$ cat config.mk
export PLATFORM = sky130hd
export DESIGN_NAME = clkreq_ctrl
export DESIGN_NICKNAME = d
export VERILOG_FILES = /design/src/rtl/ckrq_pkg.sv /design/src/rtl/ckrq_cfg.sv /design/src/rtl/ckrq_sync.sv /design/src/rtl/ckrq_gate.sv /design/src/rtl/clkreq_ctrl.sv
export SDC_FILE = /design/constraint.sdc
export NUM_CORES = 1
export LEC_CHECK = 0
export ABC_AREA = 1
export BUFFER_PORTS_ARGS = -buffer_cell sky130_fd_sc_hd__buf_2
export CAP_MARGIN = 20
export CORE_AREA = 2 2 74 55
export DETAILED_ROUTE_END_ITERATION = 8
export DIE_AREA = 0 0 76 57
export GPL_TIMING_DRIVEN = 0
export PLACE_DENSITY = 0.76
export RECOVER_POWER = 25
export SLEW_MARGIN = 15
export SYNTH_ARGS = -nofsm -noshare
export SYNTH_HDL_FRONTEND = slang
export SYNTH_HIERARCHICAL = 1
export SYNTH_SLANG_ARGS = --single-unit
$ cat constraint.sdc
create_clock -name clk -period 1.2 [get_ports clk]
set_input_delay 0.06 -clock clk [delete_from_list [all_inputs] [get_ports clk]]
set_output_delay 0.06 -clock clk [all_outputs]
set_load 0.01 [all_outputs]
$ cat src/rtl/ckrq_pkg.sv
package ckrq_pkg;
  localparam int NUM_PAIRS = 9;
  localparam int NUM_PCI   = 6;
  localparam int NUM_CPU   = 3;
  localparam int NUM_REQ   = 5;
  localparam int NUM_STEER = 4;
  localparam int PCI_FREE  = 5;
  localparam int CPU_FREE  = 1;
  localparam int PAIR_C_D  = 3;
  localparam int PAIR_E_PIN = 7;
  localparam int PAIR_E_TGT = 6;

  localparam logic [2:0] ADDR_PCI_OE = 3'd2;
  localparam logic [2:0] ADDR_P7_OE  = 3'd3;
  localparam logic [2:0] ADDR_P3_OE  = 3'd4;
  localparam logic [2:0] ADDR_ROUTE  = 3'd5;
  localparam logic [2:0] ADDR_REQE   = 3'd6;

  typedef struct packed {
    logic [1:0]           pci_oe;
    logic                 p7_oe;
    logic                 p3_oe;
    logic [NUM_STEER-1:0] req_en;
    logic [NUM_STEER-1:0] req_sel;
    logic                 reqe_en;
  } cfg_t;

  // Steered request r: even index -> pair 0/2, odd index -> pair 1/4
  function automatic logic [3:0] steer_target(input int r, input logic sel);
    if (r % 2 == 0) return sel ? 4'd2 : 4'd0;
    else            return sel ? 4'd4 : 4'd1;
  endfunction
endpackage

$ cat src/rtl/ckrq_cfg.sv
module ckrq_cfg
  import ckrq_pkg::*;
(
  input  logic       clk,
  input  logic       rst_ni,
  input  logic       wr_en_i,
  input  logic [2:0] wr_addr_i,
  input  logic [7:0] wr_data_i,
  output cfg_t       cfg_o
);
  cfg_t cfg_q, cfg_d;

  always_comb begin
    cfg_d = cfg_q;
    if (wr_en_i) begin
      unique case (wr_addr_i)
        ADDR_PCI_OE: cfg_d.pci_oe = wr_data_i[1:0];
        ADDR_P7_OE:  cfg_d.p7_oe  = wr_data_i[3];
        ADDR_P3_OE:  cfg_d.p3_oe  = wr_data_i[7];
        ADDR_ROUTE: begin
          for (int r = 0; r < NUM_STEER; r++) begin
            cfg_d.req_en[r]  = wr_data_i[7-2*r];
            cfg_d.req_sel[r] = wr_data_i[6-2*r];
          end
        end
        ADDR_REQE:   cfg_d.reqe_en = wr_data_i[7];
        default: ;
      endcase
    end
  end

  always_ff @(posedge clk or negedge rst_ni) begin
    if (!rst_ni) begin
      cfg_q.pci_oe  <= 2'b11;
      cfg_q.p7_oe   <= 1'b1;
      cfg_q.p3_oe   <= 1'b1;
      cfg_q.req_en  <= '0;
      cfg_q.req_sel <= '0;
      cfg_q.reqe_en <= 1'b0;
    end else begin
      cfg_q <= cfg_d;
    end
  end

  assign cfg_o = cfg_q;
endmodule

$ cat src/rtl/ckrq_sync.sv
module ckrq_sync #(
  parameter int         WIDTH  = 1,
  parameter int         STAGES = 2,
  parameter logic       RST_VAL = 1'b1
) (
  input  logic             clk,
  input  logic             rst_ni,
  input  logic [WIDTH-1:0] d_i,
  output logic [WIDTH-1:0] q_o
);
  logic [WIDTH-1:0] stage_q [STAGES];

  for (genvar s = 0; s < STAGES; s++) begin : g_stage
    logic [WIDTH-1:0] stage_d;
    if (s == 0) begin : g_first
      assign stage_d = d_i;
    end else begin : g_next
      assign stage_d = stage_q[s-1];
    end
    always_ff @(posedge clk or negedge rst_ni) begin
      if (!rst_ni) stage_q[s] <= {WIDTH{RST_VAL}};
      else         stage_q[s] <= stage_d;
    end
  end

  assign q_o = stage_q[STAGES-1];
endmodule

$ cat src/rtl/ckrq_gate.sv
module ckrq_gate #(
  parameter int WIDTH = 1
) (
  input  logic             clk,
  input  logic             rst_ni,
  input  logic             phase_i,
  input  logic [WIDTH-1:0] run_i,
  output logic [WIDTH-1:0] en_o
);
  logic [WIDTH-1:0] en_q, en_d;
  logic             upd;

  assign upd = !phase_i;

  always_comb begin
    en_d = en_q;
    if (upd) en_d = run_i;
  end

  always_ff @(posedge clk or negedge rst_ni) begin
    if (!rst_ni) en_q <= '0;
    else         en_q <= en_d;
  end

  assign en_o = en_q;

  a_r8_hold_while_high: assert property (@(posedge clk) disable iff (!rst_ni)
    phase_i |=> $stable(en_o));
endmodule

$ cat src/rtl/clkreq_ctrl.sv
module clkreq_ctrl
  import ckrq_pkg::*;
#(
  parameter int SYNC_STAGES = 2
) (
  input  logic                 clk,
  input  logic                 rst_n,
  input  logic                 wr_en,
  input  logic [2:0]           wr_addr,
  input  logic [7:0]           wr_data,
  input  logic [NUM_REQ-1:0]   req_n,
  input  logic                 pci_stop_n,
  input  logic                 cpu_stop_n,
  input  logic                 src_phase,
  input  logic                 pci_phase,
  input  logic                 cpu_phase,
  output logic [NUM_PAIRS-1:0] src_en,
  output logic [NUM_PCI-1:0]   pci_en,
  output logic [NUM_CPU-1:0]   cpu_en,
  output logic [NUM_REQ-1:0]   req_dir,
  output logic [1:0]           pci_oe
);
  localparam int SYNC_W = NUM_REQ + 2;

  cfg_t                 cfg;
  logic [SYNC_W-1:0]    raw_in, sync_out;
  logic [NUM_REQ-1:0]   req_s;
  logic                 pci_stop_s, cpu_stop_s;
  logic [NUM_REQ-1:0]   req_act;
  logic [NUM_PAIRS-1:0] src_run;
  logic [NUM_PCI-1:0]   pci_run;
  logic [NUM_CPU-1:0]   cpu_run;

  ckrq_cfg i_cfg (
    .clk(clk), .rst_ni(rst_n), .wr_en_i(wr_en),
    .wr_addr_i(wr_addr), .wr_data_i(wr_data), .cfg_o(cfg)
  );

  assign raw_in = {cpu_stop_n, pci_stop_n, req_n};

  ckrq_sync #(.WIDTH(SYNC_W), .STAGES(SYNC_STAGES), .RST_VAL(1'b1)) i_sync (
    .clk(clk), .rst_ni(rst_n), .d_i(raw_in), .q_o(sync_out)
  );

  assign req_s      = sync_out[NUM_REQ-1:0];
  assign pci_stop_s = sync_out[NUM_REQ];
  assign cpu_stop_s = sync_out[NUM_REQ+1];

  // A shared pin turns into a request input only once its own output is off
  assign req_act[0] = cfg.req_en[0] & ~cfg.pci_oe[0];
  assign req_act[1] = cfg.req_en[1] & ~cfg.pci_oe[1];
  assign req_act[2] = cfg.req_en[2] & ~cfg.p3_oe;
  assign req_act[3] = cfg.req_en[3] & ~cfg.p3_oe;
  assign req_act[4] = cfg.reqe_en   & ~cfg.p7_oe;

  always_comb begin
    src_run = '1;
    src_run[PAIR_C_D]   = cfg.p3_oe;
    src_run[PAIR_E_PIN] = cfg.p7_oe;
    for (int r = 0; r < NUM_STEER; r++) begin
      if (req_act[r] && req_s[r])
        src_run[steer_target(r, cfg.req_sel[r])] = 1'b0;
    end
    if (req_act[4] && req_s[4]) src_run[PAIR_E_TGT] = 1'b0;
  end

  for (genvar k = 0; k < NUM_PCI; k++) begin : g_pci
    if (k == PCI_FREE) begin : g_free
      assign pci_run[k] = 1'b1;
    end else if (k < 2) begin : g_shared
      assign pci_run[k] = pci_stop_s & cfg.pci_oe[k];
    end else begin : g_plain
      assign pci_run[k] = pci_stop_s;
    end
  end

  for (genvar k = 0; k < NUM_CPU; k++) begin : g_cpu
    if (k == CPU_FREE) begin : g_free
      assign cpu_run[k] = 1'b1;
    end else begin : g_stop
      assign cpu_run[k] = cpu_stop_s;
    end
  end

  ckrq_gate #(.WIDTH(NUM_PAIRS)) i_gate_src (
    .clk(clk), .rst_ni(rst_n), .phase_i(src_phase), .run_i(src_run), .en_o(src_en)
  );
  ckrq_gate #(.WIDTH(NUM_PCI)) i_gate_pci (
    .clk(clk), .rst_ni(rst_n), .phase_i(pci_phase), .run_i(pci_run), .en_o(pci_en)
  );
  ckrq_gate #(.WIDTH(NUM_CPU)) i_gate_cpu (
    .clk(clk), .rst_ni(rst_n), .phase_i(cpu_phase), .run_i(cpu_run), .en_o(cpu_en)
  );

  assign req_dir = req_act;
  assign pci_oe  = cfg.pci_oe;

  a_r4_pin_single_role_a: assert property (@(posedge clk) disable iff (!rst_n)
    req_dir[0] |-> !pci_oe[0]);
  a_r4_pin_single_role_b: assert property (@(posedge clk) disable iff (!rst_n)
    req_dir[1] |-> !pci_oe[1]);
  a_r6_free_pci_never_parks: assert property (@(posedge clk) disable iff (!rst_n)
    !$fell(pci_en[PCI_FREE]));
  a_r7_free_cpu_never_parks: assert property (@(posedge clk) disable iff (!rst_n)
    !$fell(cpu_en[CPU_FREE]));
  a_r6_stopped_pci_parked: assert property (@(posedge clk) disable iff (!rst_n)
    (!pci_stop_s && !pci_phase) |=> (pci_en[4:0] == 5'b0));
endmodule

# == After elaboration in Yosys (flattened, before gate mapping) ==
# Cells that the tools add are included.
# word_totals
in_bits,24
regBits,45
wordCells,78
output_inout_bits,25
# classes
mux,21
reduce_logical,14
n_bitwise,19
magnitude_cmp,8
n_eq_ne,5
# op_table
operator,n
bitwise AND 9 bit,4
two-way mux 9 bit,4
NOT 9 bit,4
< comparator 4 x 5 -> 1 bit (second input constant),4
demux 1 bit (select 4 bit),4
greater-or-equal comparator 4 x 1 -> 1 bit (second input constant),4
two-way mux 4 bit,4
AND reduction 2 bit,5
equality test 3 bit (second input constant),3
logical AND 1 bit,9
bitwise AND 1 bit,7
equality test 3 x 2 -> 1 bit (second input constant),2
two-way mux 3 bit,2
two-way mux 1 bit,5
two-way mux 2 bit,2
NOT 1 bit,4

# == Logic depth before layout (Yosys ltp) ==
# Gate-level depths: netlist (run 1).
# logic_depth
word_depth,18
ltp_mapped,6
mapped_depth_nobuf,6

# == Hierarchy ==
# The synthesis (run 1) kept the hierarchy.
# modules_own_cells
mod,instances,cells_per_inst,area_per_inst_um2
ckrq_cfg,1,69,578.1
ckrq_sync,1,14,367.9
ckrq_gate (i_gate_src),1,38,341.6
ckrq_gate (i_gate_pci),1,25,221.5
clkreq_ctrl,1,37,153.9
ckrq_gate (i_gate_cpu),1,13,112.6

# == Worst setup path before layout (run 1) ==
# Ideal clock, no wire load.
# synth_timing
kind,flip-flop to flip-flop
startpoint,"register, netlist name i_cfg/cfg_o[11]"
endpoint,register i_gate_src.en_q[0] (netlist: i_gate_src/en_o[0])
stages_incl_launch_ff,7
path_buffers,0
arrival_time_ns,0.892
slack_ns,0.243
setup_time_ns,0.065
period_less_slack_ns,0.957
t_required_ns,1.135
cell_sequence,dfstp_2 -> inv_1 -> nand3_1 -> nor2_1 -> nor2_1 -> nand2_1 -> nand2_1
# synth_between
elab_chain_cells,10
# synth_lines
element,line,rtl
NOT 1 bit (*),clkreq_ctrl.sv:50,assign req_act[0] = cfg.req_en[0] & ~cfg.pci_oe[0];
bitwise AND 1 bit (*),clkreq_ctrl.sv:50,
logical AND 1 bit (*),clkreq_ctrl.sv:61,if (req_act[r] && req_s[r])
two-way mux 9 bit (*),clkreq_ctrl.sv:61,
bitwise AND 9 bit (no line),-,
two-way mux 9 bit (*),clkreq_ctrl.sv:61,
bitwise AND 9 bit (no line),-,
two-way mux 9 bit (*),clkreq_ctrl.sv:61,
bitwise AND 9 bit (no line),-,
two-way mux 9 bit (*),clkreq_ctrl.sv:61,
via src_run[0],clkreq_ctrl.sv:30,logic [NUM_PAIRS-1:0] src_run;
"end signal, assigned",ckrq_gate.sv:22,else en_q <= en_d;
"end, declared",ckrq_gate.sv:10,"logic [WIDTH-1:0] en_q, en_d;"
# The timed path passes the listed nets; every way through them passes the cells marked *.
# A chain may end at the register's enable or synchronous reset.

# == Worst setup path in the final report (run 1) ==
# layout_timing
startpoint,"register, netlist name i_cfg/cfg_o[12]"
endpoint,output req_dir[1]
# layout_between
elab_chain_cells,2
# layout_lines
element,line,rtl
NOT 1 bit,clkreq_ctrl.sv:51,assign req_act[1] = cfg.req_en[1] & ~cfg.pci_oe[1];
bitwise AND 1 bit,clkreq_ctrl.sv:51,
"end, declared",clkreq_ctrl.sv:20,"output logic [NUM_REQ-1:0] req_dir,"
# Every way passes these cells.

==> metrics.yaml, run 1 <==
logic_synthesis:
  synth_compound_area_frac: 0
  netlist_instances: 196
  synth_area_per_cell_um2: 9.06
  synthMuxAreaShare: 0
  synth.yosys.warnings: 6
  ys_seq_elements: 45
  synth_top_family_by_area: "simple AND/OR/NAND/NOR gates"
  synth_adder_area_share: 0
  synth_cell_types: 14
  synth-xor-area-share: 0
  synthSimpleGateAreaFrac: 0.298
  syn_area_mm2: 0.00178
  ys_seq_area_frac: 0.647
hold_path:
  hp-class: "input port to flip-flop"
  whs_path_depth: 3
power:
  irDropWorstVdd_v: 0.000963
  clkPwrFrac: 0.277
  internal-power_mw: 2.38
  p_sw_mw: 0.944
  power_frac_seq: 0.558
  power_density_mw_per_mm2: 1440
  p_comb_frac: 0.165
  leakage_nw: 1.26
  swShare: 0.284
cts:
  clk_pin_slew_ns: 0.09
  cts_root_buf: "clkbuf_8"
  htree_levels: 2
  post-cts-setup-buffers: 0
  cts_buffers: 5
  cts_tree: "built"
  clk_latency_ns: 0.29
  clock_path_buffers: 2
  clock-sinks: 45
floorplan:
  ios: 49
  start_util: 0.482
  die_w_um: 76
  coreArea_mm2: 0.00368
  die_height_um: 57
  rows: 19
  die_area_mm2: 0.00433
finish:
  fin_area_mm2: 0.00231
  layout-drive-gt1-share: 0.303
  finalNetCount: 290
  fillers: 311
  register_area_mm2: 0.00115
  final_cells: 319
  area_delta_synth_final_pct: 30.0
  multi_input_area_um2: 544
  diodes: 0
placement:
  dpl-instance-area_mm2: 0.00209
  portBuffers: 47
  gp_congestion: 0.821
  dp.cells: 298
  dpl.hpwl_mm: 2.41
run:
  cap_violations: 0
sta:
  rsz0062_at_grt: "false"
  drv_slew: 0
  fin_crit_sh: 0.944
  max_slew_margin: 0.614
  period_minus_slack_ns: 1.13
  setup_viol: 0
  hold_viol: 0
  setup-tns-final_ns: 0
  fmax_mhz: 883
  clock_skew_ns: 0.00739
  holdWs_ns: 0.0161
  tightest_slew_ns: 0.579
critical_path:
  r2r-start: "i_cfg/cfg_o[12]"
  crit_path_end_kind: "primary output"
  startpoint_type: "flip-flop"
  reg2reg_to: "i_gate_src/en_o[1]"
  crit_start: "i_cfg/cfg_o[12]"
  critPathArrivalTime_ns: 1.07
  cp_data_required_time_ns: 1.14
  crit_type: "flip-flop to primary output"
  r2r_setup_slack_ns: 0.17
  crit_end: "req_dir[1]"
  r2r_cells: 6
  crit_fanout: 5
global_route:
  grt_start_max_net_pins: 46
  grt.total_usage: 0.170
  antenna_found_initial: 0
  grt_overflow_total: 0
  grt_pass1_wl_mm: 5.83
  grt_pass1_vias: 1382
routing:
  drt-wirelength-per-cell_um: 10.5
  routed_wl_mm: 3.37
  vias: 1426
  drtIter0Drc: 56
  drc: 0
  drt_first_pass_iters: 4
  antenna_left: 0
  viasPerCell: 4.47
outcome:
  status: "completed"
-- worst max-delay path, cell delays in order (launching register included) --
cell,delay (ns)
dfstp_2,0.59
nor2_1,0.07
buf_2,0.13
-- synth_stat cells, drive strengths merged --
| cell | number | share of area |
|---|---|---|
| buf | 2 | 0.011 |
| inv | 20 | 0.042 |
| dfrtp | 27 | 0.38 |
| nor2 | 15 | 0.037 |
| nand4 | 4 | 0.014 |
| dfstp | 18 | 0.27 |
| conb | 1 | 0.0021 |
| nand2 | 92 | 0.20 |
| nand3 | 17 | 0.048 |
-- cell families after synthesis --
kind of cell | Yosys count
flip-flops | 45
buffers and inverters | 22
AND/OR/NAND/NOR | 128
other | 1
-- area by class of cell --
type                    instances  share of cell area
plain buffers                   2             0.00813
clock buffers                   5              0.0298
clock inverters                 3             0.00922
inverters                      20              0.0325
multi-input cells             132               0.236
flip-flops and latches         45               0.498
well taps                      52              0.0282
repair buffers                 60               0.158
-- cell usage in the layout, fill, tap and decap left out, drive strengths merged --
cell	n
nand2	92
dlygate4sd3	13
clkinv	1
dfstp	18
conb	4
buf	46
dfrtp	27
nor2	15
inv	21
nand4	4
clkbuf	8
clkinvlp	1
nand3	17
-- layer usage --
metal	up-vias	global-route usage	wire length (um)
met1	659	0.221	1590
met5	-	0	0
met4	0	0.0468	29
met3	4	0.0443	139
li1	731	-	-
met2	32	0.290	1610
-- timing repair --
item	CTS	global route
hold buffers	12	1
hold endpoints to repair	38	1
gates resized for setup	0	1
endpoints found under the setup margin	0	21
-- per-stage QoR --
stage	setup WS, ns	total power [mW]	utilization
after floorplan	0.243	2.15	-
after global placement	0.211	2.38	0.566
after detailed placement	0.193	2.40	0.566
after CTS	0.0593	3.35	0.623
after global routing	0.00378	3.53	0.626
final	0.0669	3.32	0.626
-- sequential cells by signal, summed over array words and instances, names as in the netlist --
register	count
i_sync/q_o	7
i_gate_pci/en_o	6
i_cfg/cfg_o	13
i_gate_cpu/en_o	3
i_gate_src/en_o	9
i_sync/g_stage.stage_d	7
-- power groups by stage --
stage,Combinational (mW),Sequential [mW],Clock [mW]
6_report,0.549,1.85,0.919
5_1_grt,0.632,1.88,1.02
4_1_cts,0.555,1.85,0.945
3_5_place_dp,0.525,1.88,0
3_3_place_gp,0.511,1.87,0
2_1_floorplan,0.253,1.90,0
-- worst min-delay path by stage --
stage                                         endpoint  slack, ns       start
after floorplan                         i_cfg/cfg_o[0]      -0.24       rst_n
after global placement    i_sync/g_stage[1].stage_d[0]       0.16    req_n[0]
after detailed placement  i_sync/g_stage[1].stage_d[2]       0.17    req_n[2]
after CTS                               i_cfg/cfg_o[6]      0.005  wr_data[5]
after global routing                i_gate_cpu/en_o[2]       0.01   cpu_phase
final                               i_gate_src/en_o[0]       0.02   src_phase
No activity file was read; power rests on OpenSTA's default activity.
==> run 2: changes to the inputs <==
Settings changed: GPL_TIMING_DRIVEN 0 to unset.
==> run 2 against run 1 <==
Net effect: core utilization increased by 0.78 points; first-iteration DRC count is 45% higher; largest cell class unchanged; wire length increased by 3.0%; setup slack improved by 0.0053 ns; die area is the same; maximum frequency increased by 0.47%; highest routed layer unchanged; register-to-register slack about the same; design area up 1.2%; clock-buffer cell count is 2 higher; sequential power is essentially flat; clock skew shrank 0.00099 ns; clock power up 25%.
==> metrics.yaml, run 2 (synthesis gave the netlist of run 1 again) <==
routing:
  drtIter0Drc: 81  # was 56
  drc: 0  # unchanged
  routed_wl_mm: 3.47  # was 3.37 mm
  viasPerCell: 4.53  # was 4.47
  drt-wirelength-per-cell_um: 10.8  # was 10.5 um
  vias: 1448  # was 1426
  antenna_left: 0  # unchanged
  drt_first_pass_iters: 4  # unchanged
sta:
  clock_skew_ns: 0.00640  # was 0.00739 ns
  drv_slew: 0  # unchanged
  fin_ws_ns: 0.0721  # was 0.0669 ns
  fmax_mhz: 887  # was 883 MHz
  setup_viol: 0  # unchanged
  hold_viol: 0  # unchanged
  holdWs_ns: 0.0188  # was 0.0161 ns
  max_slew_margin: 0.620  # was 0.614
  rsz0062_at_grt: "false"  # unchanged
  tightest_slew_ns: 0.570  # was 0.579 ns
  period_minus_slack_ns: 1.13  # about the same
  fin_crit_sh: 0.940  # was 0.944
  setup-tns-final_ns: 0  # unchanged
cts:
  clock_path_buffers: 2  # unchanged
  clk_latency_ns: 0.29  # about the same
  cts_tree: "built"  # unchanged
  cts_buffers: 5  # unchanged
  cts_root_buf: "clkbuf_8"  # unchanged
  htree_levels: 2  # unchanged
  clock-sinks: 45  # unchanged
  clk_pin_slew_ns: 0.08  # was 0.09 ns
  ctsResizeCount: 0  # unchanged
floorplan:
  coreArea_mm2: 0.00368  # unchanged
  rows: 19  # unchanged
  start_util: 0.482  # unchanged
  die_area_mm2: 0.00433  # unchanged
  ios: 49  # unchanged
  die_height_um: 57  # unchanged
  die_w_um: 76  # unchanged
critical_path:
  crit_fanout: 5  # unchanged
  crit_path_end_kind: "primary output"  # unchanged
  crit_type: "flip-flop to primary output"  # unchanged
  startpoint_type: "flip-flop"  # unchanged
  critPathArrivalTime_ns: 1.07  # about the same
  cp_data_required_time_ns: 1.14  # about the same
finish:
  diodes: 0  # unchanged
  layout-drive-gt1-share: 0.302  # was 0.303
  finalNetCount: 291  # was 290
  final_cell_mix: "nand2_1 (91), buf_2 (47), dfrtp_1 (27)"  # was nand2_1 (91), buf_2 (44), dfrtp_1 (27)
  layout_commonest_cell: "nand2_1"  # unchanged
  area_delta_synth_final_pct: 31.6  # was 30.0%
  largest_reg_flops: 13  # unchanged
  fillers: 302  # was 311
global_route:
  antenna_found_initial: 0  # unchanged
  grt_start_max_net_pins: 46  # unchanged
  grt_pass1_wl_mm: 6.05  # was 5.83 mm
  grt_overflow_total: 0  # unchanged
  grt.total_usage: 0.178  # was 0.170
  grt_pass1_vias: 1468  # was 1382
placement:
  portBuffers: 48  # was 47
  gp_congestion: 0.826  # was 0.821
  dp_worst_setup_slack_ns: 0.195  # was 0.193 ns
  dpl.hpwl_mm: 2.43  # was 2.41 mm
outcome:
  status: "completed"  # unchanged
run:
  cap_violations: 0  # unchanged
power:
  power_density_mw_per_mm2: 1520  # was 1440 mW/mm2
  irDropWorstVdd_v: 0.00102  # was 0.000963 V
  leakage_nw: 1.28  # was 1.26 nW
hold_path:
  hp-class: "input port to flip-flop"  # unchanged
## run 2: cell count changes in the layout (fill, tap and decap cells not counted), sizes merged
| cell | delta |
|---|---|
| buf | +1 |
| bufinv | +1 |
| clkbuf | +1 |
| clkinv | -1 |
| clkinvlp | -1 |
| dlygate4sd3 | +1 |
| inv | -1 |
## run 2: power by group
group	internal [mW]	total, mW	switching (mW)	leakage [nW]
Clock	0.678	1.15	0.469	0.0585
Sequential	1.73	1.85	0.124	0.519
Combinational	0.234	0.556	0.321	0.705
Total	2.64	3.55	0.914	1.28
## run 2: final timing paths
kind                                               from                  to  slack (ns)  cells after the start
max                                      i_cfg/cfg_o[9]          req_dir[3]        0.07                      2
min                                          wr_data[5]      i_cfg/cfg_o[6]        0.02                      3
max reg2reg                              i_cfg/cfg_o[9]  i_gate_src/en_o[0]        0.18                      6
min reg2reg                i_sync/g_stage[1].stage_d[6]       i_sync/q_o[6]        0.36                      0
max in group asynchronous                         rst_n       i_sync/q_o[3]        0.41                      3
min in group asynchronous                         rst_n  i_gate_pci/en_o[3]        0.40                      3
## run 2: worst max-delay path, stage by stage (launching register included)
cell	delay, ns
dfstp_2	0.58
nor2_1	0.06
buf_2	0.13
## run 2: final cells by class
| class | count | area (um2) | share of cell area |
|---|---|---|---|
| clock buffer | 7 | 86.3 | 0.0370 |
| inverter | 20 | 75.1 | 0.0321 |
| clock inverter | 1 | 30.0 | 0.0129 |
| sequential | 45 | 1150 | 0.492 |
| timing repair buffer | 63 | 387 | 0.166 |
| multi-input combinational | 132 | 544 | 0.233 |
| tap | 52 | 65.1 | 0.0279 |
## run 2: metal layers
metal,GRT usage,up-vias,part of all wire
li1,-,732,-
met1,0.210,681,0.47
met2,0.324,32,0.48
met3,0.0475,3,0.048
met4,0.0597,0,0.010
met5,0,-,0
## run 2: metrics by stage
stage	utilization	std cells	total power, mW	area, um2
6_report	0.634	320	3.55	2340
5_1_grt	0.634	320	3.76	2340
4_1_cts	0.638	320	3.61	2350
3_5_place_dp	0.568	298	2.41	2090
3_3_place_gp	0.568	298	2.40	2090
2_1_floorplan	-	199	2.15	1790
## run 2: what timing repair did
item / in CTS / in global routing
buffers inserted: 0 / 0
hold buffers: 14 / 0
hold endpoints to repair: 58 / 0
==> run 3: changes to the inputs <==
Settings changed: BUFFER_PORTS_ARGS -buffer_cell sky130_fd_sc_hd__buf_2 to unset, CORE_AREA 2 2 74 55 to 2 2 69 51, DIE_AREA 0 0 76 57 to 0 0 71 53, DONT_BUFFER_PORTS set to 1, PLACE_DENSITY 0.76 to 0.73, RECOVER_POWER 25 to unset.
==> run 3 against run 2 <==
Net effect: the run now ends with negative hold slack left; via count down 3.9%; clock-buffer cell count stayed put; hold slack worse by 0.051 ns; maximum frequency down 0.89%; register-to-register slack lost 0.03 ns; final cell count down 16%; clock power is 19% lower; global-route usage up 4.5 points; largest cell class unchanged; largest power group unchanged; highest routed layer unchanged.
==> metrics.yaml, run 3 (synthesis gave the netlist of run 1 again) <==
cts:
  cts_tree: "built"  # unchanged
  cts_root_buf: "clkbuf_8"  # unchanged
  cts_buffers: 5  # unchanged
  post-cts-setup-buffers: 0  # unchanged
  clock_path_buffers: 2  # unchanged
  clock-sinks: 45  # unchanged
  clk_pin_slew_ns: 0.07  # was 0.08 ns
  htree_levels: 2  # unchanged
  clk_latency_ns: 0.29  # about the same
placement:
  dpl.hpwl_mm: 2.42  # was 2.43 mm
  gp_congestion: 0.785  # was 0.826
  portBuffers: 0  # was 48
floorplan:
  start_util: 0.576  # was 0.482
  rows: 17  # was 19
  ios: 49  # unchanged
  die_area_mm2: 0.00376  # was 0.00433 mm2
  die_height_um: 53  # was 57 um
  die_w_um: 71  # was 76 um
  coreArea_mm2: 0.00308  # was 0.00368 mm2
critical_path:
  crit_path_end_kind: "flip-flop"  # was primary output
  critPathSlowestCell: "dlygate4sd3_1"  # was dfstp_2
  crit_path_cell_trace: "dlygate4sd3_1, nand3_1, dlygate4sd3_1, nand2_1"  # was nor2_1, buf_2
  startpoint_type: "input port"  # was flip-flop
  crit_type: "input port to flip-flop"  # was flip-flop to primary output
  crit_fanout: 2  # was 5
  slowest_delay_ns: 0.57  # was 0.58 ns
  cp_data_required_time_ns: 1.44  # was 1.14 ns
  r2r_cells: 6  # unchanged
  critPathBufInv: 2  # was 1
  cp_top_family: "buffers and inverters"  # was flip-flops
  cp_common_cell: "dlygate4sd3_1"
  critPathArrivalTime_ns: 1.37  # was 1.07 ns
  worst-path-stages: 4  # was 2
finish:
  final_cell_mix: "nand2_1 (91), dfrtp_1 (27), dlygate4sd3_1 (25)"  # was nand2_1 (91), buf_2 (47), dfrtp_1 (27)
  layout_commonest_cell: "nand2_1"  # unchanged
  register_area_mm2: 0.00115  # unchanged
  multi_input_area_um2: 544  # unchanged
  finalNetCount: 256  # was 291
  diodes: 0  # unchanged
  layout-drive-gt1-share: 0.147  # was 0.302
  area_delta_synth_final_pct: 23.5  # was 31.6%
  fillers: 244  # was 302
  largest_reg_flops: 13  # unchanged
sta:
  rsz0062_at_grt: "false"  # unchanged
  fin_crit_sh: 0.948  # was 0.940
  period_minus_slack_ns: 1.14  # was 1.13 ns
  hold_viol: 1  # was 0
  fmax_mhz: 879  # was 887 MHz
  setup-tns-final_ns: 0  # unchanged
  drv_slew: 0  # unchanged
  setup_viol: 0  # unchanged
  clock_skew_ns: 0.00513  # was 0.00640 ns
  holdWs_ns: -0.0323  # was 0.0188 ns
routing:
  routed_wl_mm: 3.75  # was 3.47 mm
  antenna_left: 0  # unchanged
  drtIter0Drc: 129  # was 81
  vias: 1391  # was 1448
  viasPerCell: 5.15  # was 4.53
  drt-wirelength-per-cell_um: 13.9  # was 10.8 um
  drt_first_pass_iters: 4  # unchanged
  drc: 0  # unchanged
global_route:
  grt_pass1_wl_mm: 6.12  # was 6.05 mm
  antenna_found_initial: 0  # unchanged
  grt_pass1_vias: 1351  # was 1468
  grt_start_max_net_pins: 46  # unchanged
  grt.total_usage: 0.223  # was 0.178
  grt_overflow_total: 0  # unchanged
power:
  power_density_mw_per_mm2: 1490  # was 1520 mW/mm2
  leakage_nw: 1.14  # was 1.28 nW
  p_total_mw: 3.26  # was 3.55 mW
  irDropWorstVdd_v: 0.000826  # was 0.00102 V
hold_path:
  hp-class: "input port to flip-flop"  # unchanged
  whs_path_depth: 3  # unchanged
outcome:
  status: "finished with violations"  # was completed
  violations: "negative hold slack"
run:
  cap_violations: 0  # unchanged
-- run 3: cell count changes in the layout (fill, tap and decap cells not counted), sizes merged --
| cell | previous run | this run |
|---|---|---|
| buf | 47 | 2 |
| dlygate4sd3 | 14 | 25 |
| clkbuf | 9 | 7 |
| bufinv | 1 | 0 |
| dlymetal6s4s | 0 | 1 |
-- run 3: per-layer routing --
| metal | part of all wire | wire length, um | vias to the layer above | global-route usage |
|---|---|---|---|---|
| li1 | - | - | 659 | - |
| met4 | 0.030 | 112 | 0 | 0.142 |
| met3 | 0.076 | 284 | 14 | 0.0705 |
| met2 | 0.46 | 1710 | 61 | 0.341 |
| met1 | 0.44 | 1640 | 657 | 0.279 |
| met5 | 0 | 0 | - | 0 |
-- run 3: final cells by class --
class / instances / area share
Sequential cell: 45 / 0.524
Multi-Input combinational cell: 132 / 0.248
Timing Repair Buffer: 28 / 0.132
Clock buffer: 7 / 0.0394
Inverter: 20 / 0.0342
Tap cell: 38 / 0.0217
-- run 3: worst reg2reg max path, delay by kind of cell, from the launching register on --
family,cells,cell delay (ns)
buf+inv,1,0.08
flops,1,0.59
simple gates,5,0.33
-- run 3: per-stage QoR --
stage | instances | utilization | hold slack, ns | cell area, um2 | setup slack [ns]
6_report | 270 | 0.711 | -0.0323 | 2190 | 0.0620
3_5_place_dp | 236 | 0.591 | -0.234 | 1820 | 0.174
4_1_cts | 271 | 0.713 | 0.00394 | 2200 | 0.0393
5_1_grt | 270 | 0.711 | 0.00483 | 2190 | 0.0502
2_1_floorplan | 199 | - | -0.236 | 1790 | 0.243
3_3_place_gp | 236 | 0.591 | -0.234 | 1820 | 0.194
-- run 3: final timing paths --
kind	from	to	slack (ns)
worst max-delay path	wr_data[1]	i_cfg/cfg_o[12]	0.06
worst min-delay path	wr_addr[2]	i_cfg/cfg_o[10]	-0.03
worst max register to register	i_cfg/cfg_o[9]	i_gate_src/en_o[0]	0.15
worst min register to register	i_sync/g_stage[1].stage_d[5]	i_sync/q_o[5]	0.36
max in group asynchronous	rst_n	i_cfg/cfg_o[10]	0.71
min in group asynchronous	rst_n	i_gate_src/en_o[0]	0.23
-- run 3: where the power goes --
part	total [mW]	internal, mW	switching (mW)
Sequential	1.90	1.73	0.175
Clock	0.926	0.457	0.469
Combinational	0.436	0.171	0.265
Total	3.26	2.36	0.909
-- run 3: repair_timing --
action,CTS,global route
gates resized for setup,0,1
hold endpoints to repair,83,0
endpoints found under the setup margin,0,2
hold buffers,28,0
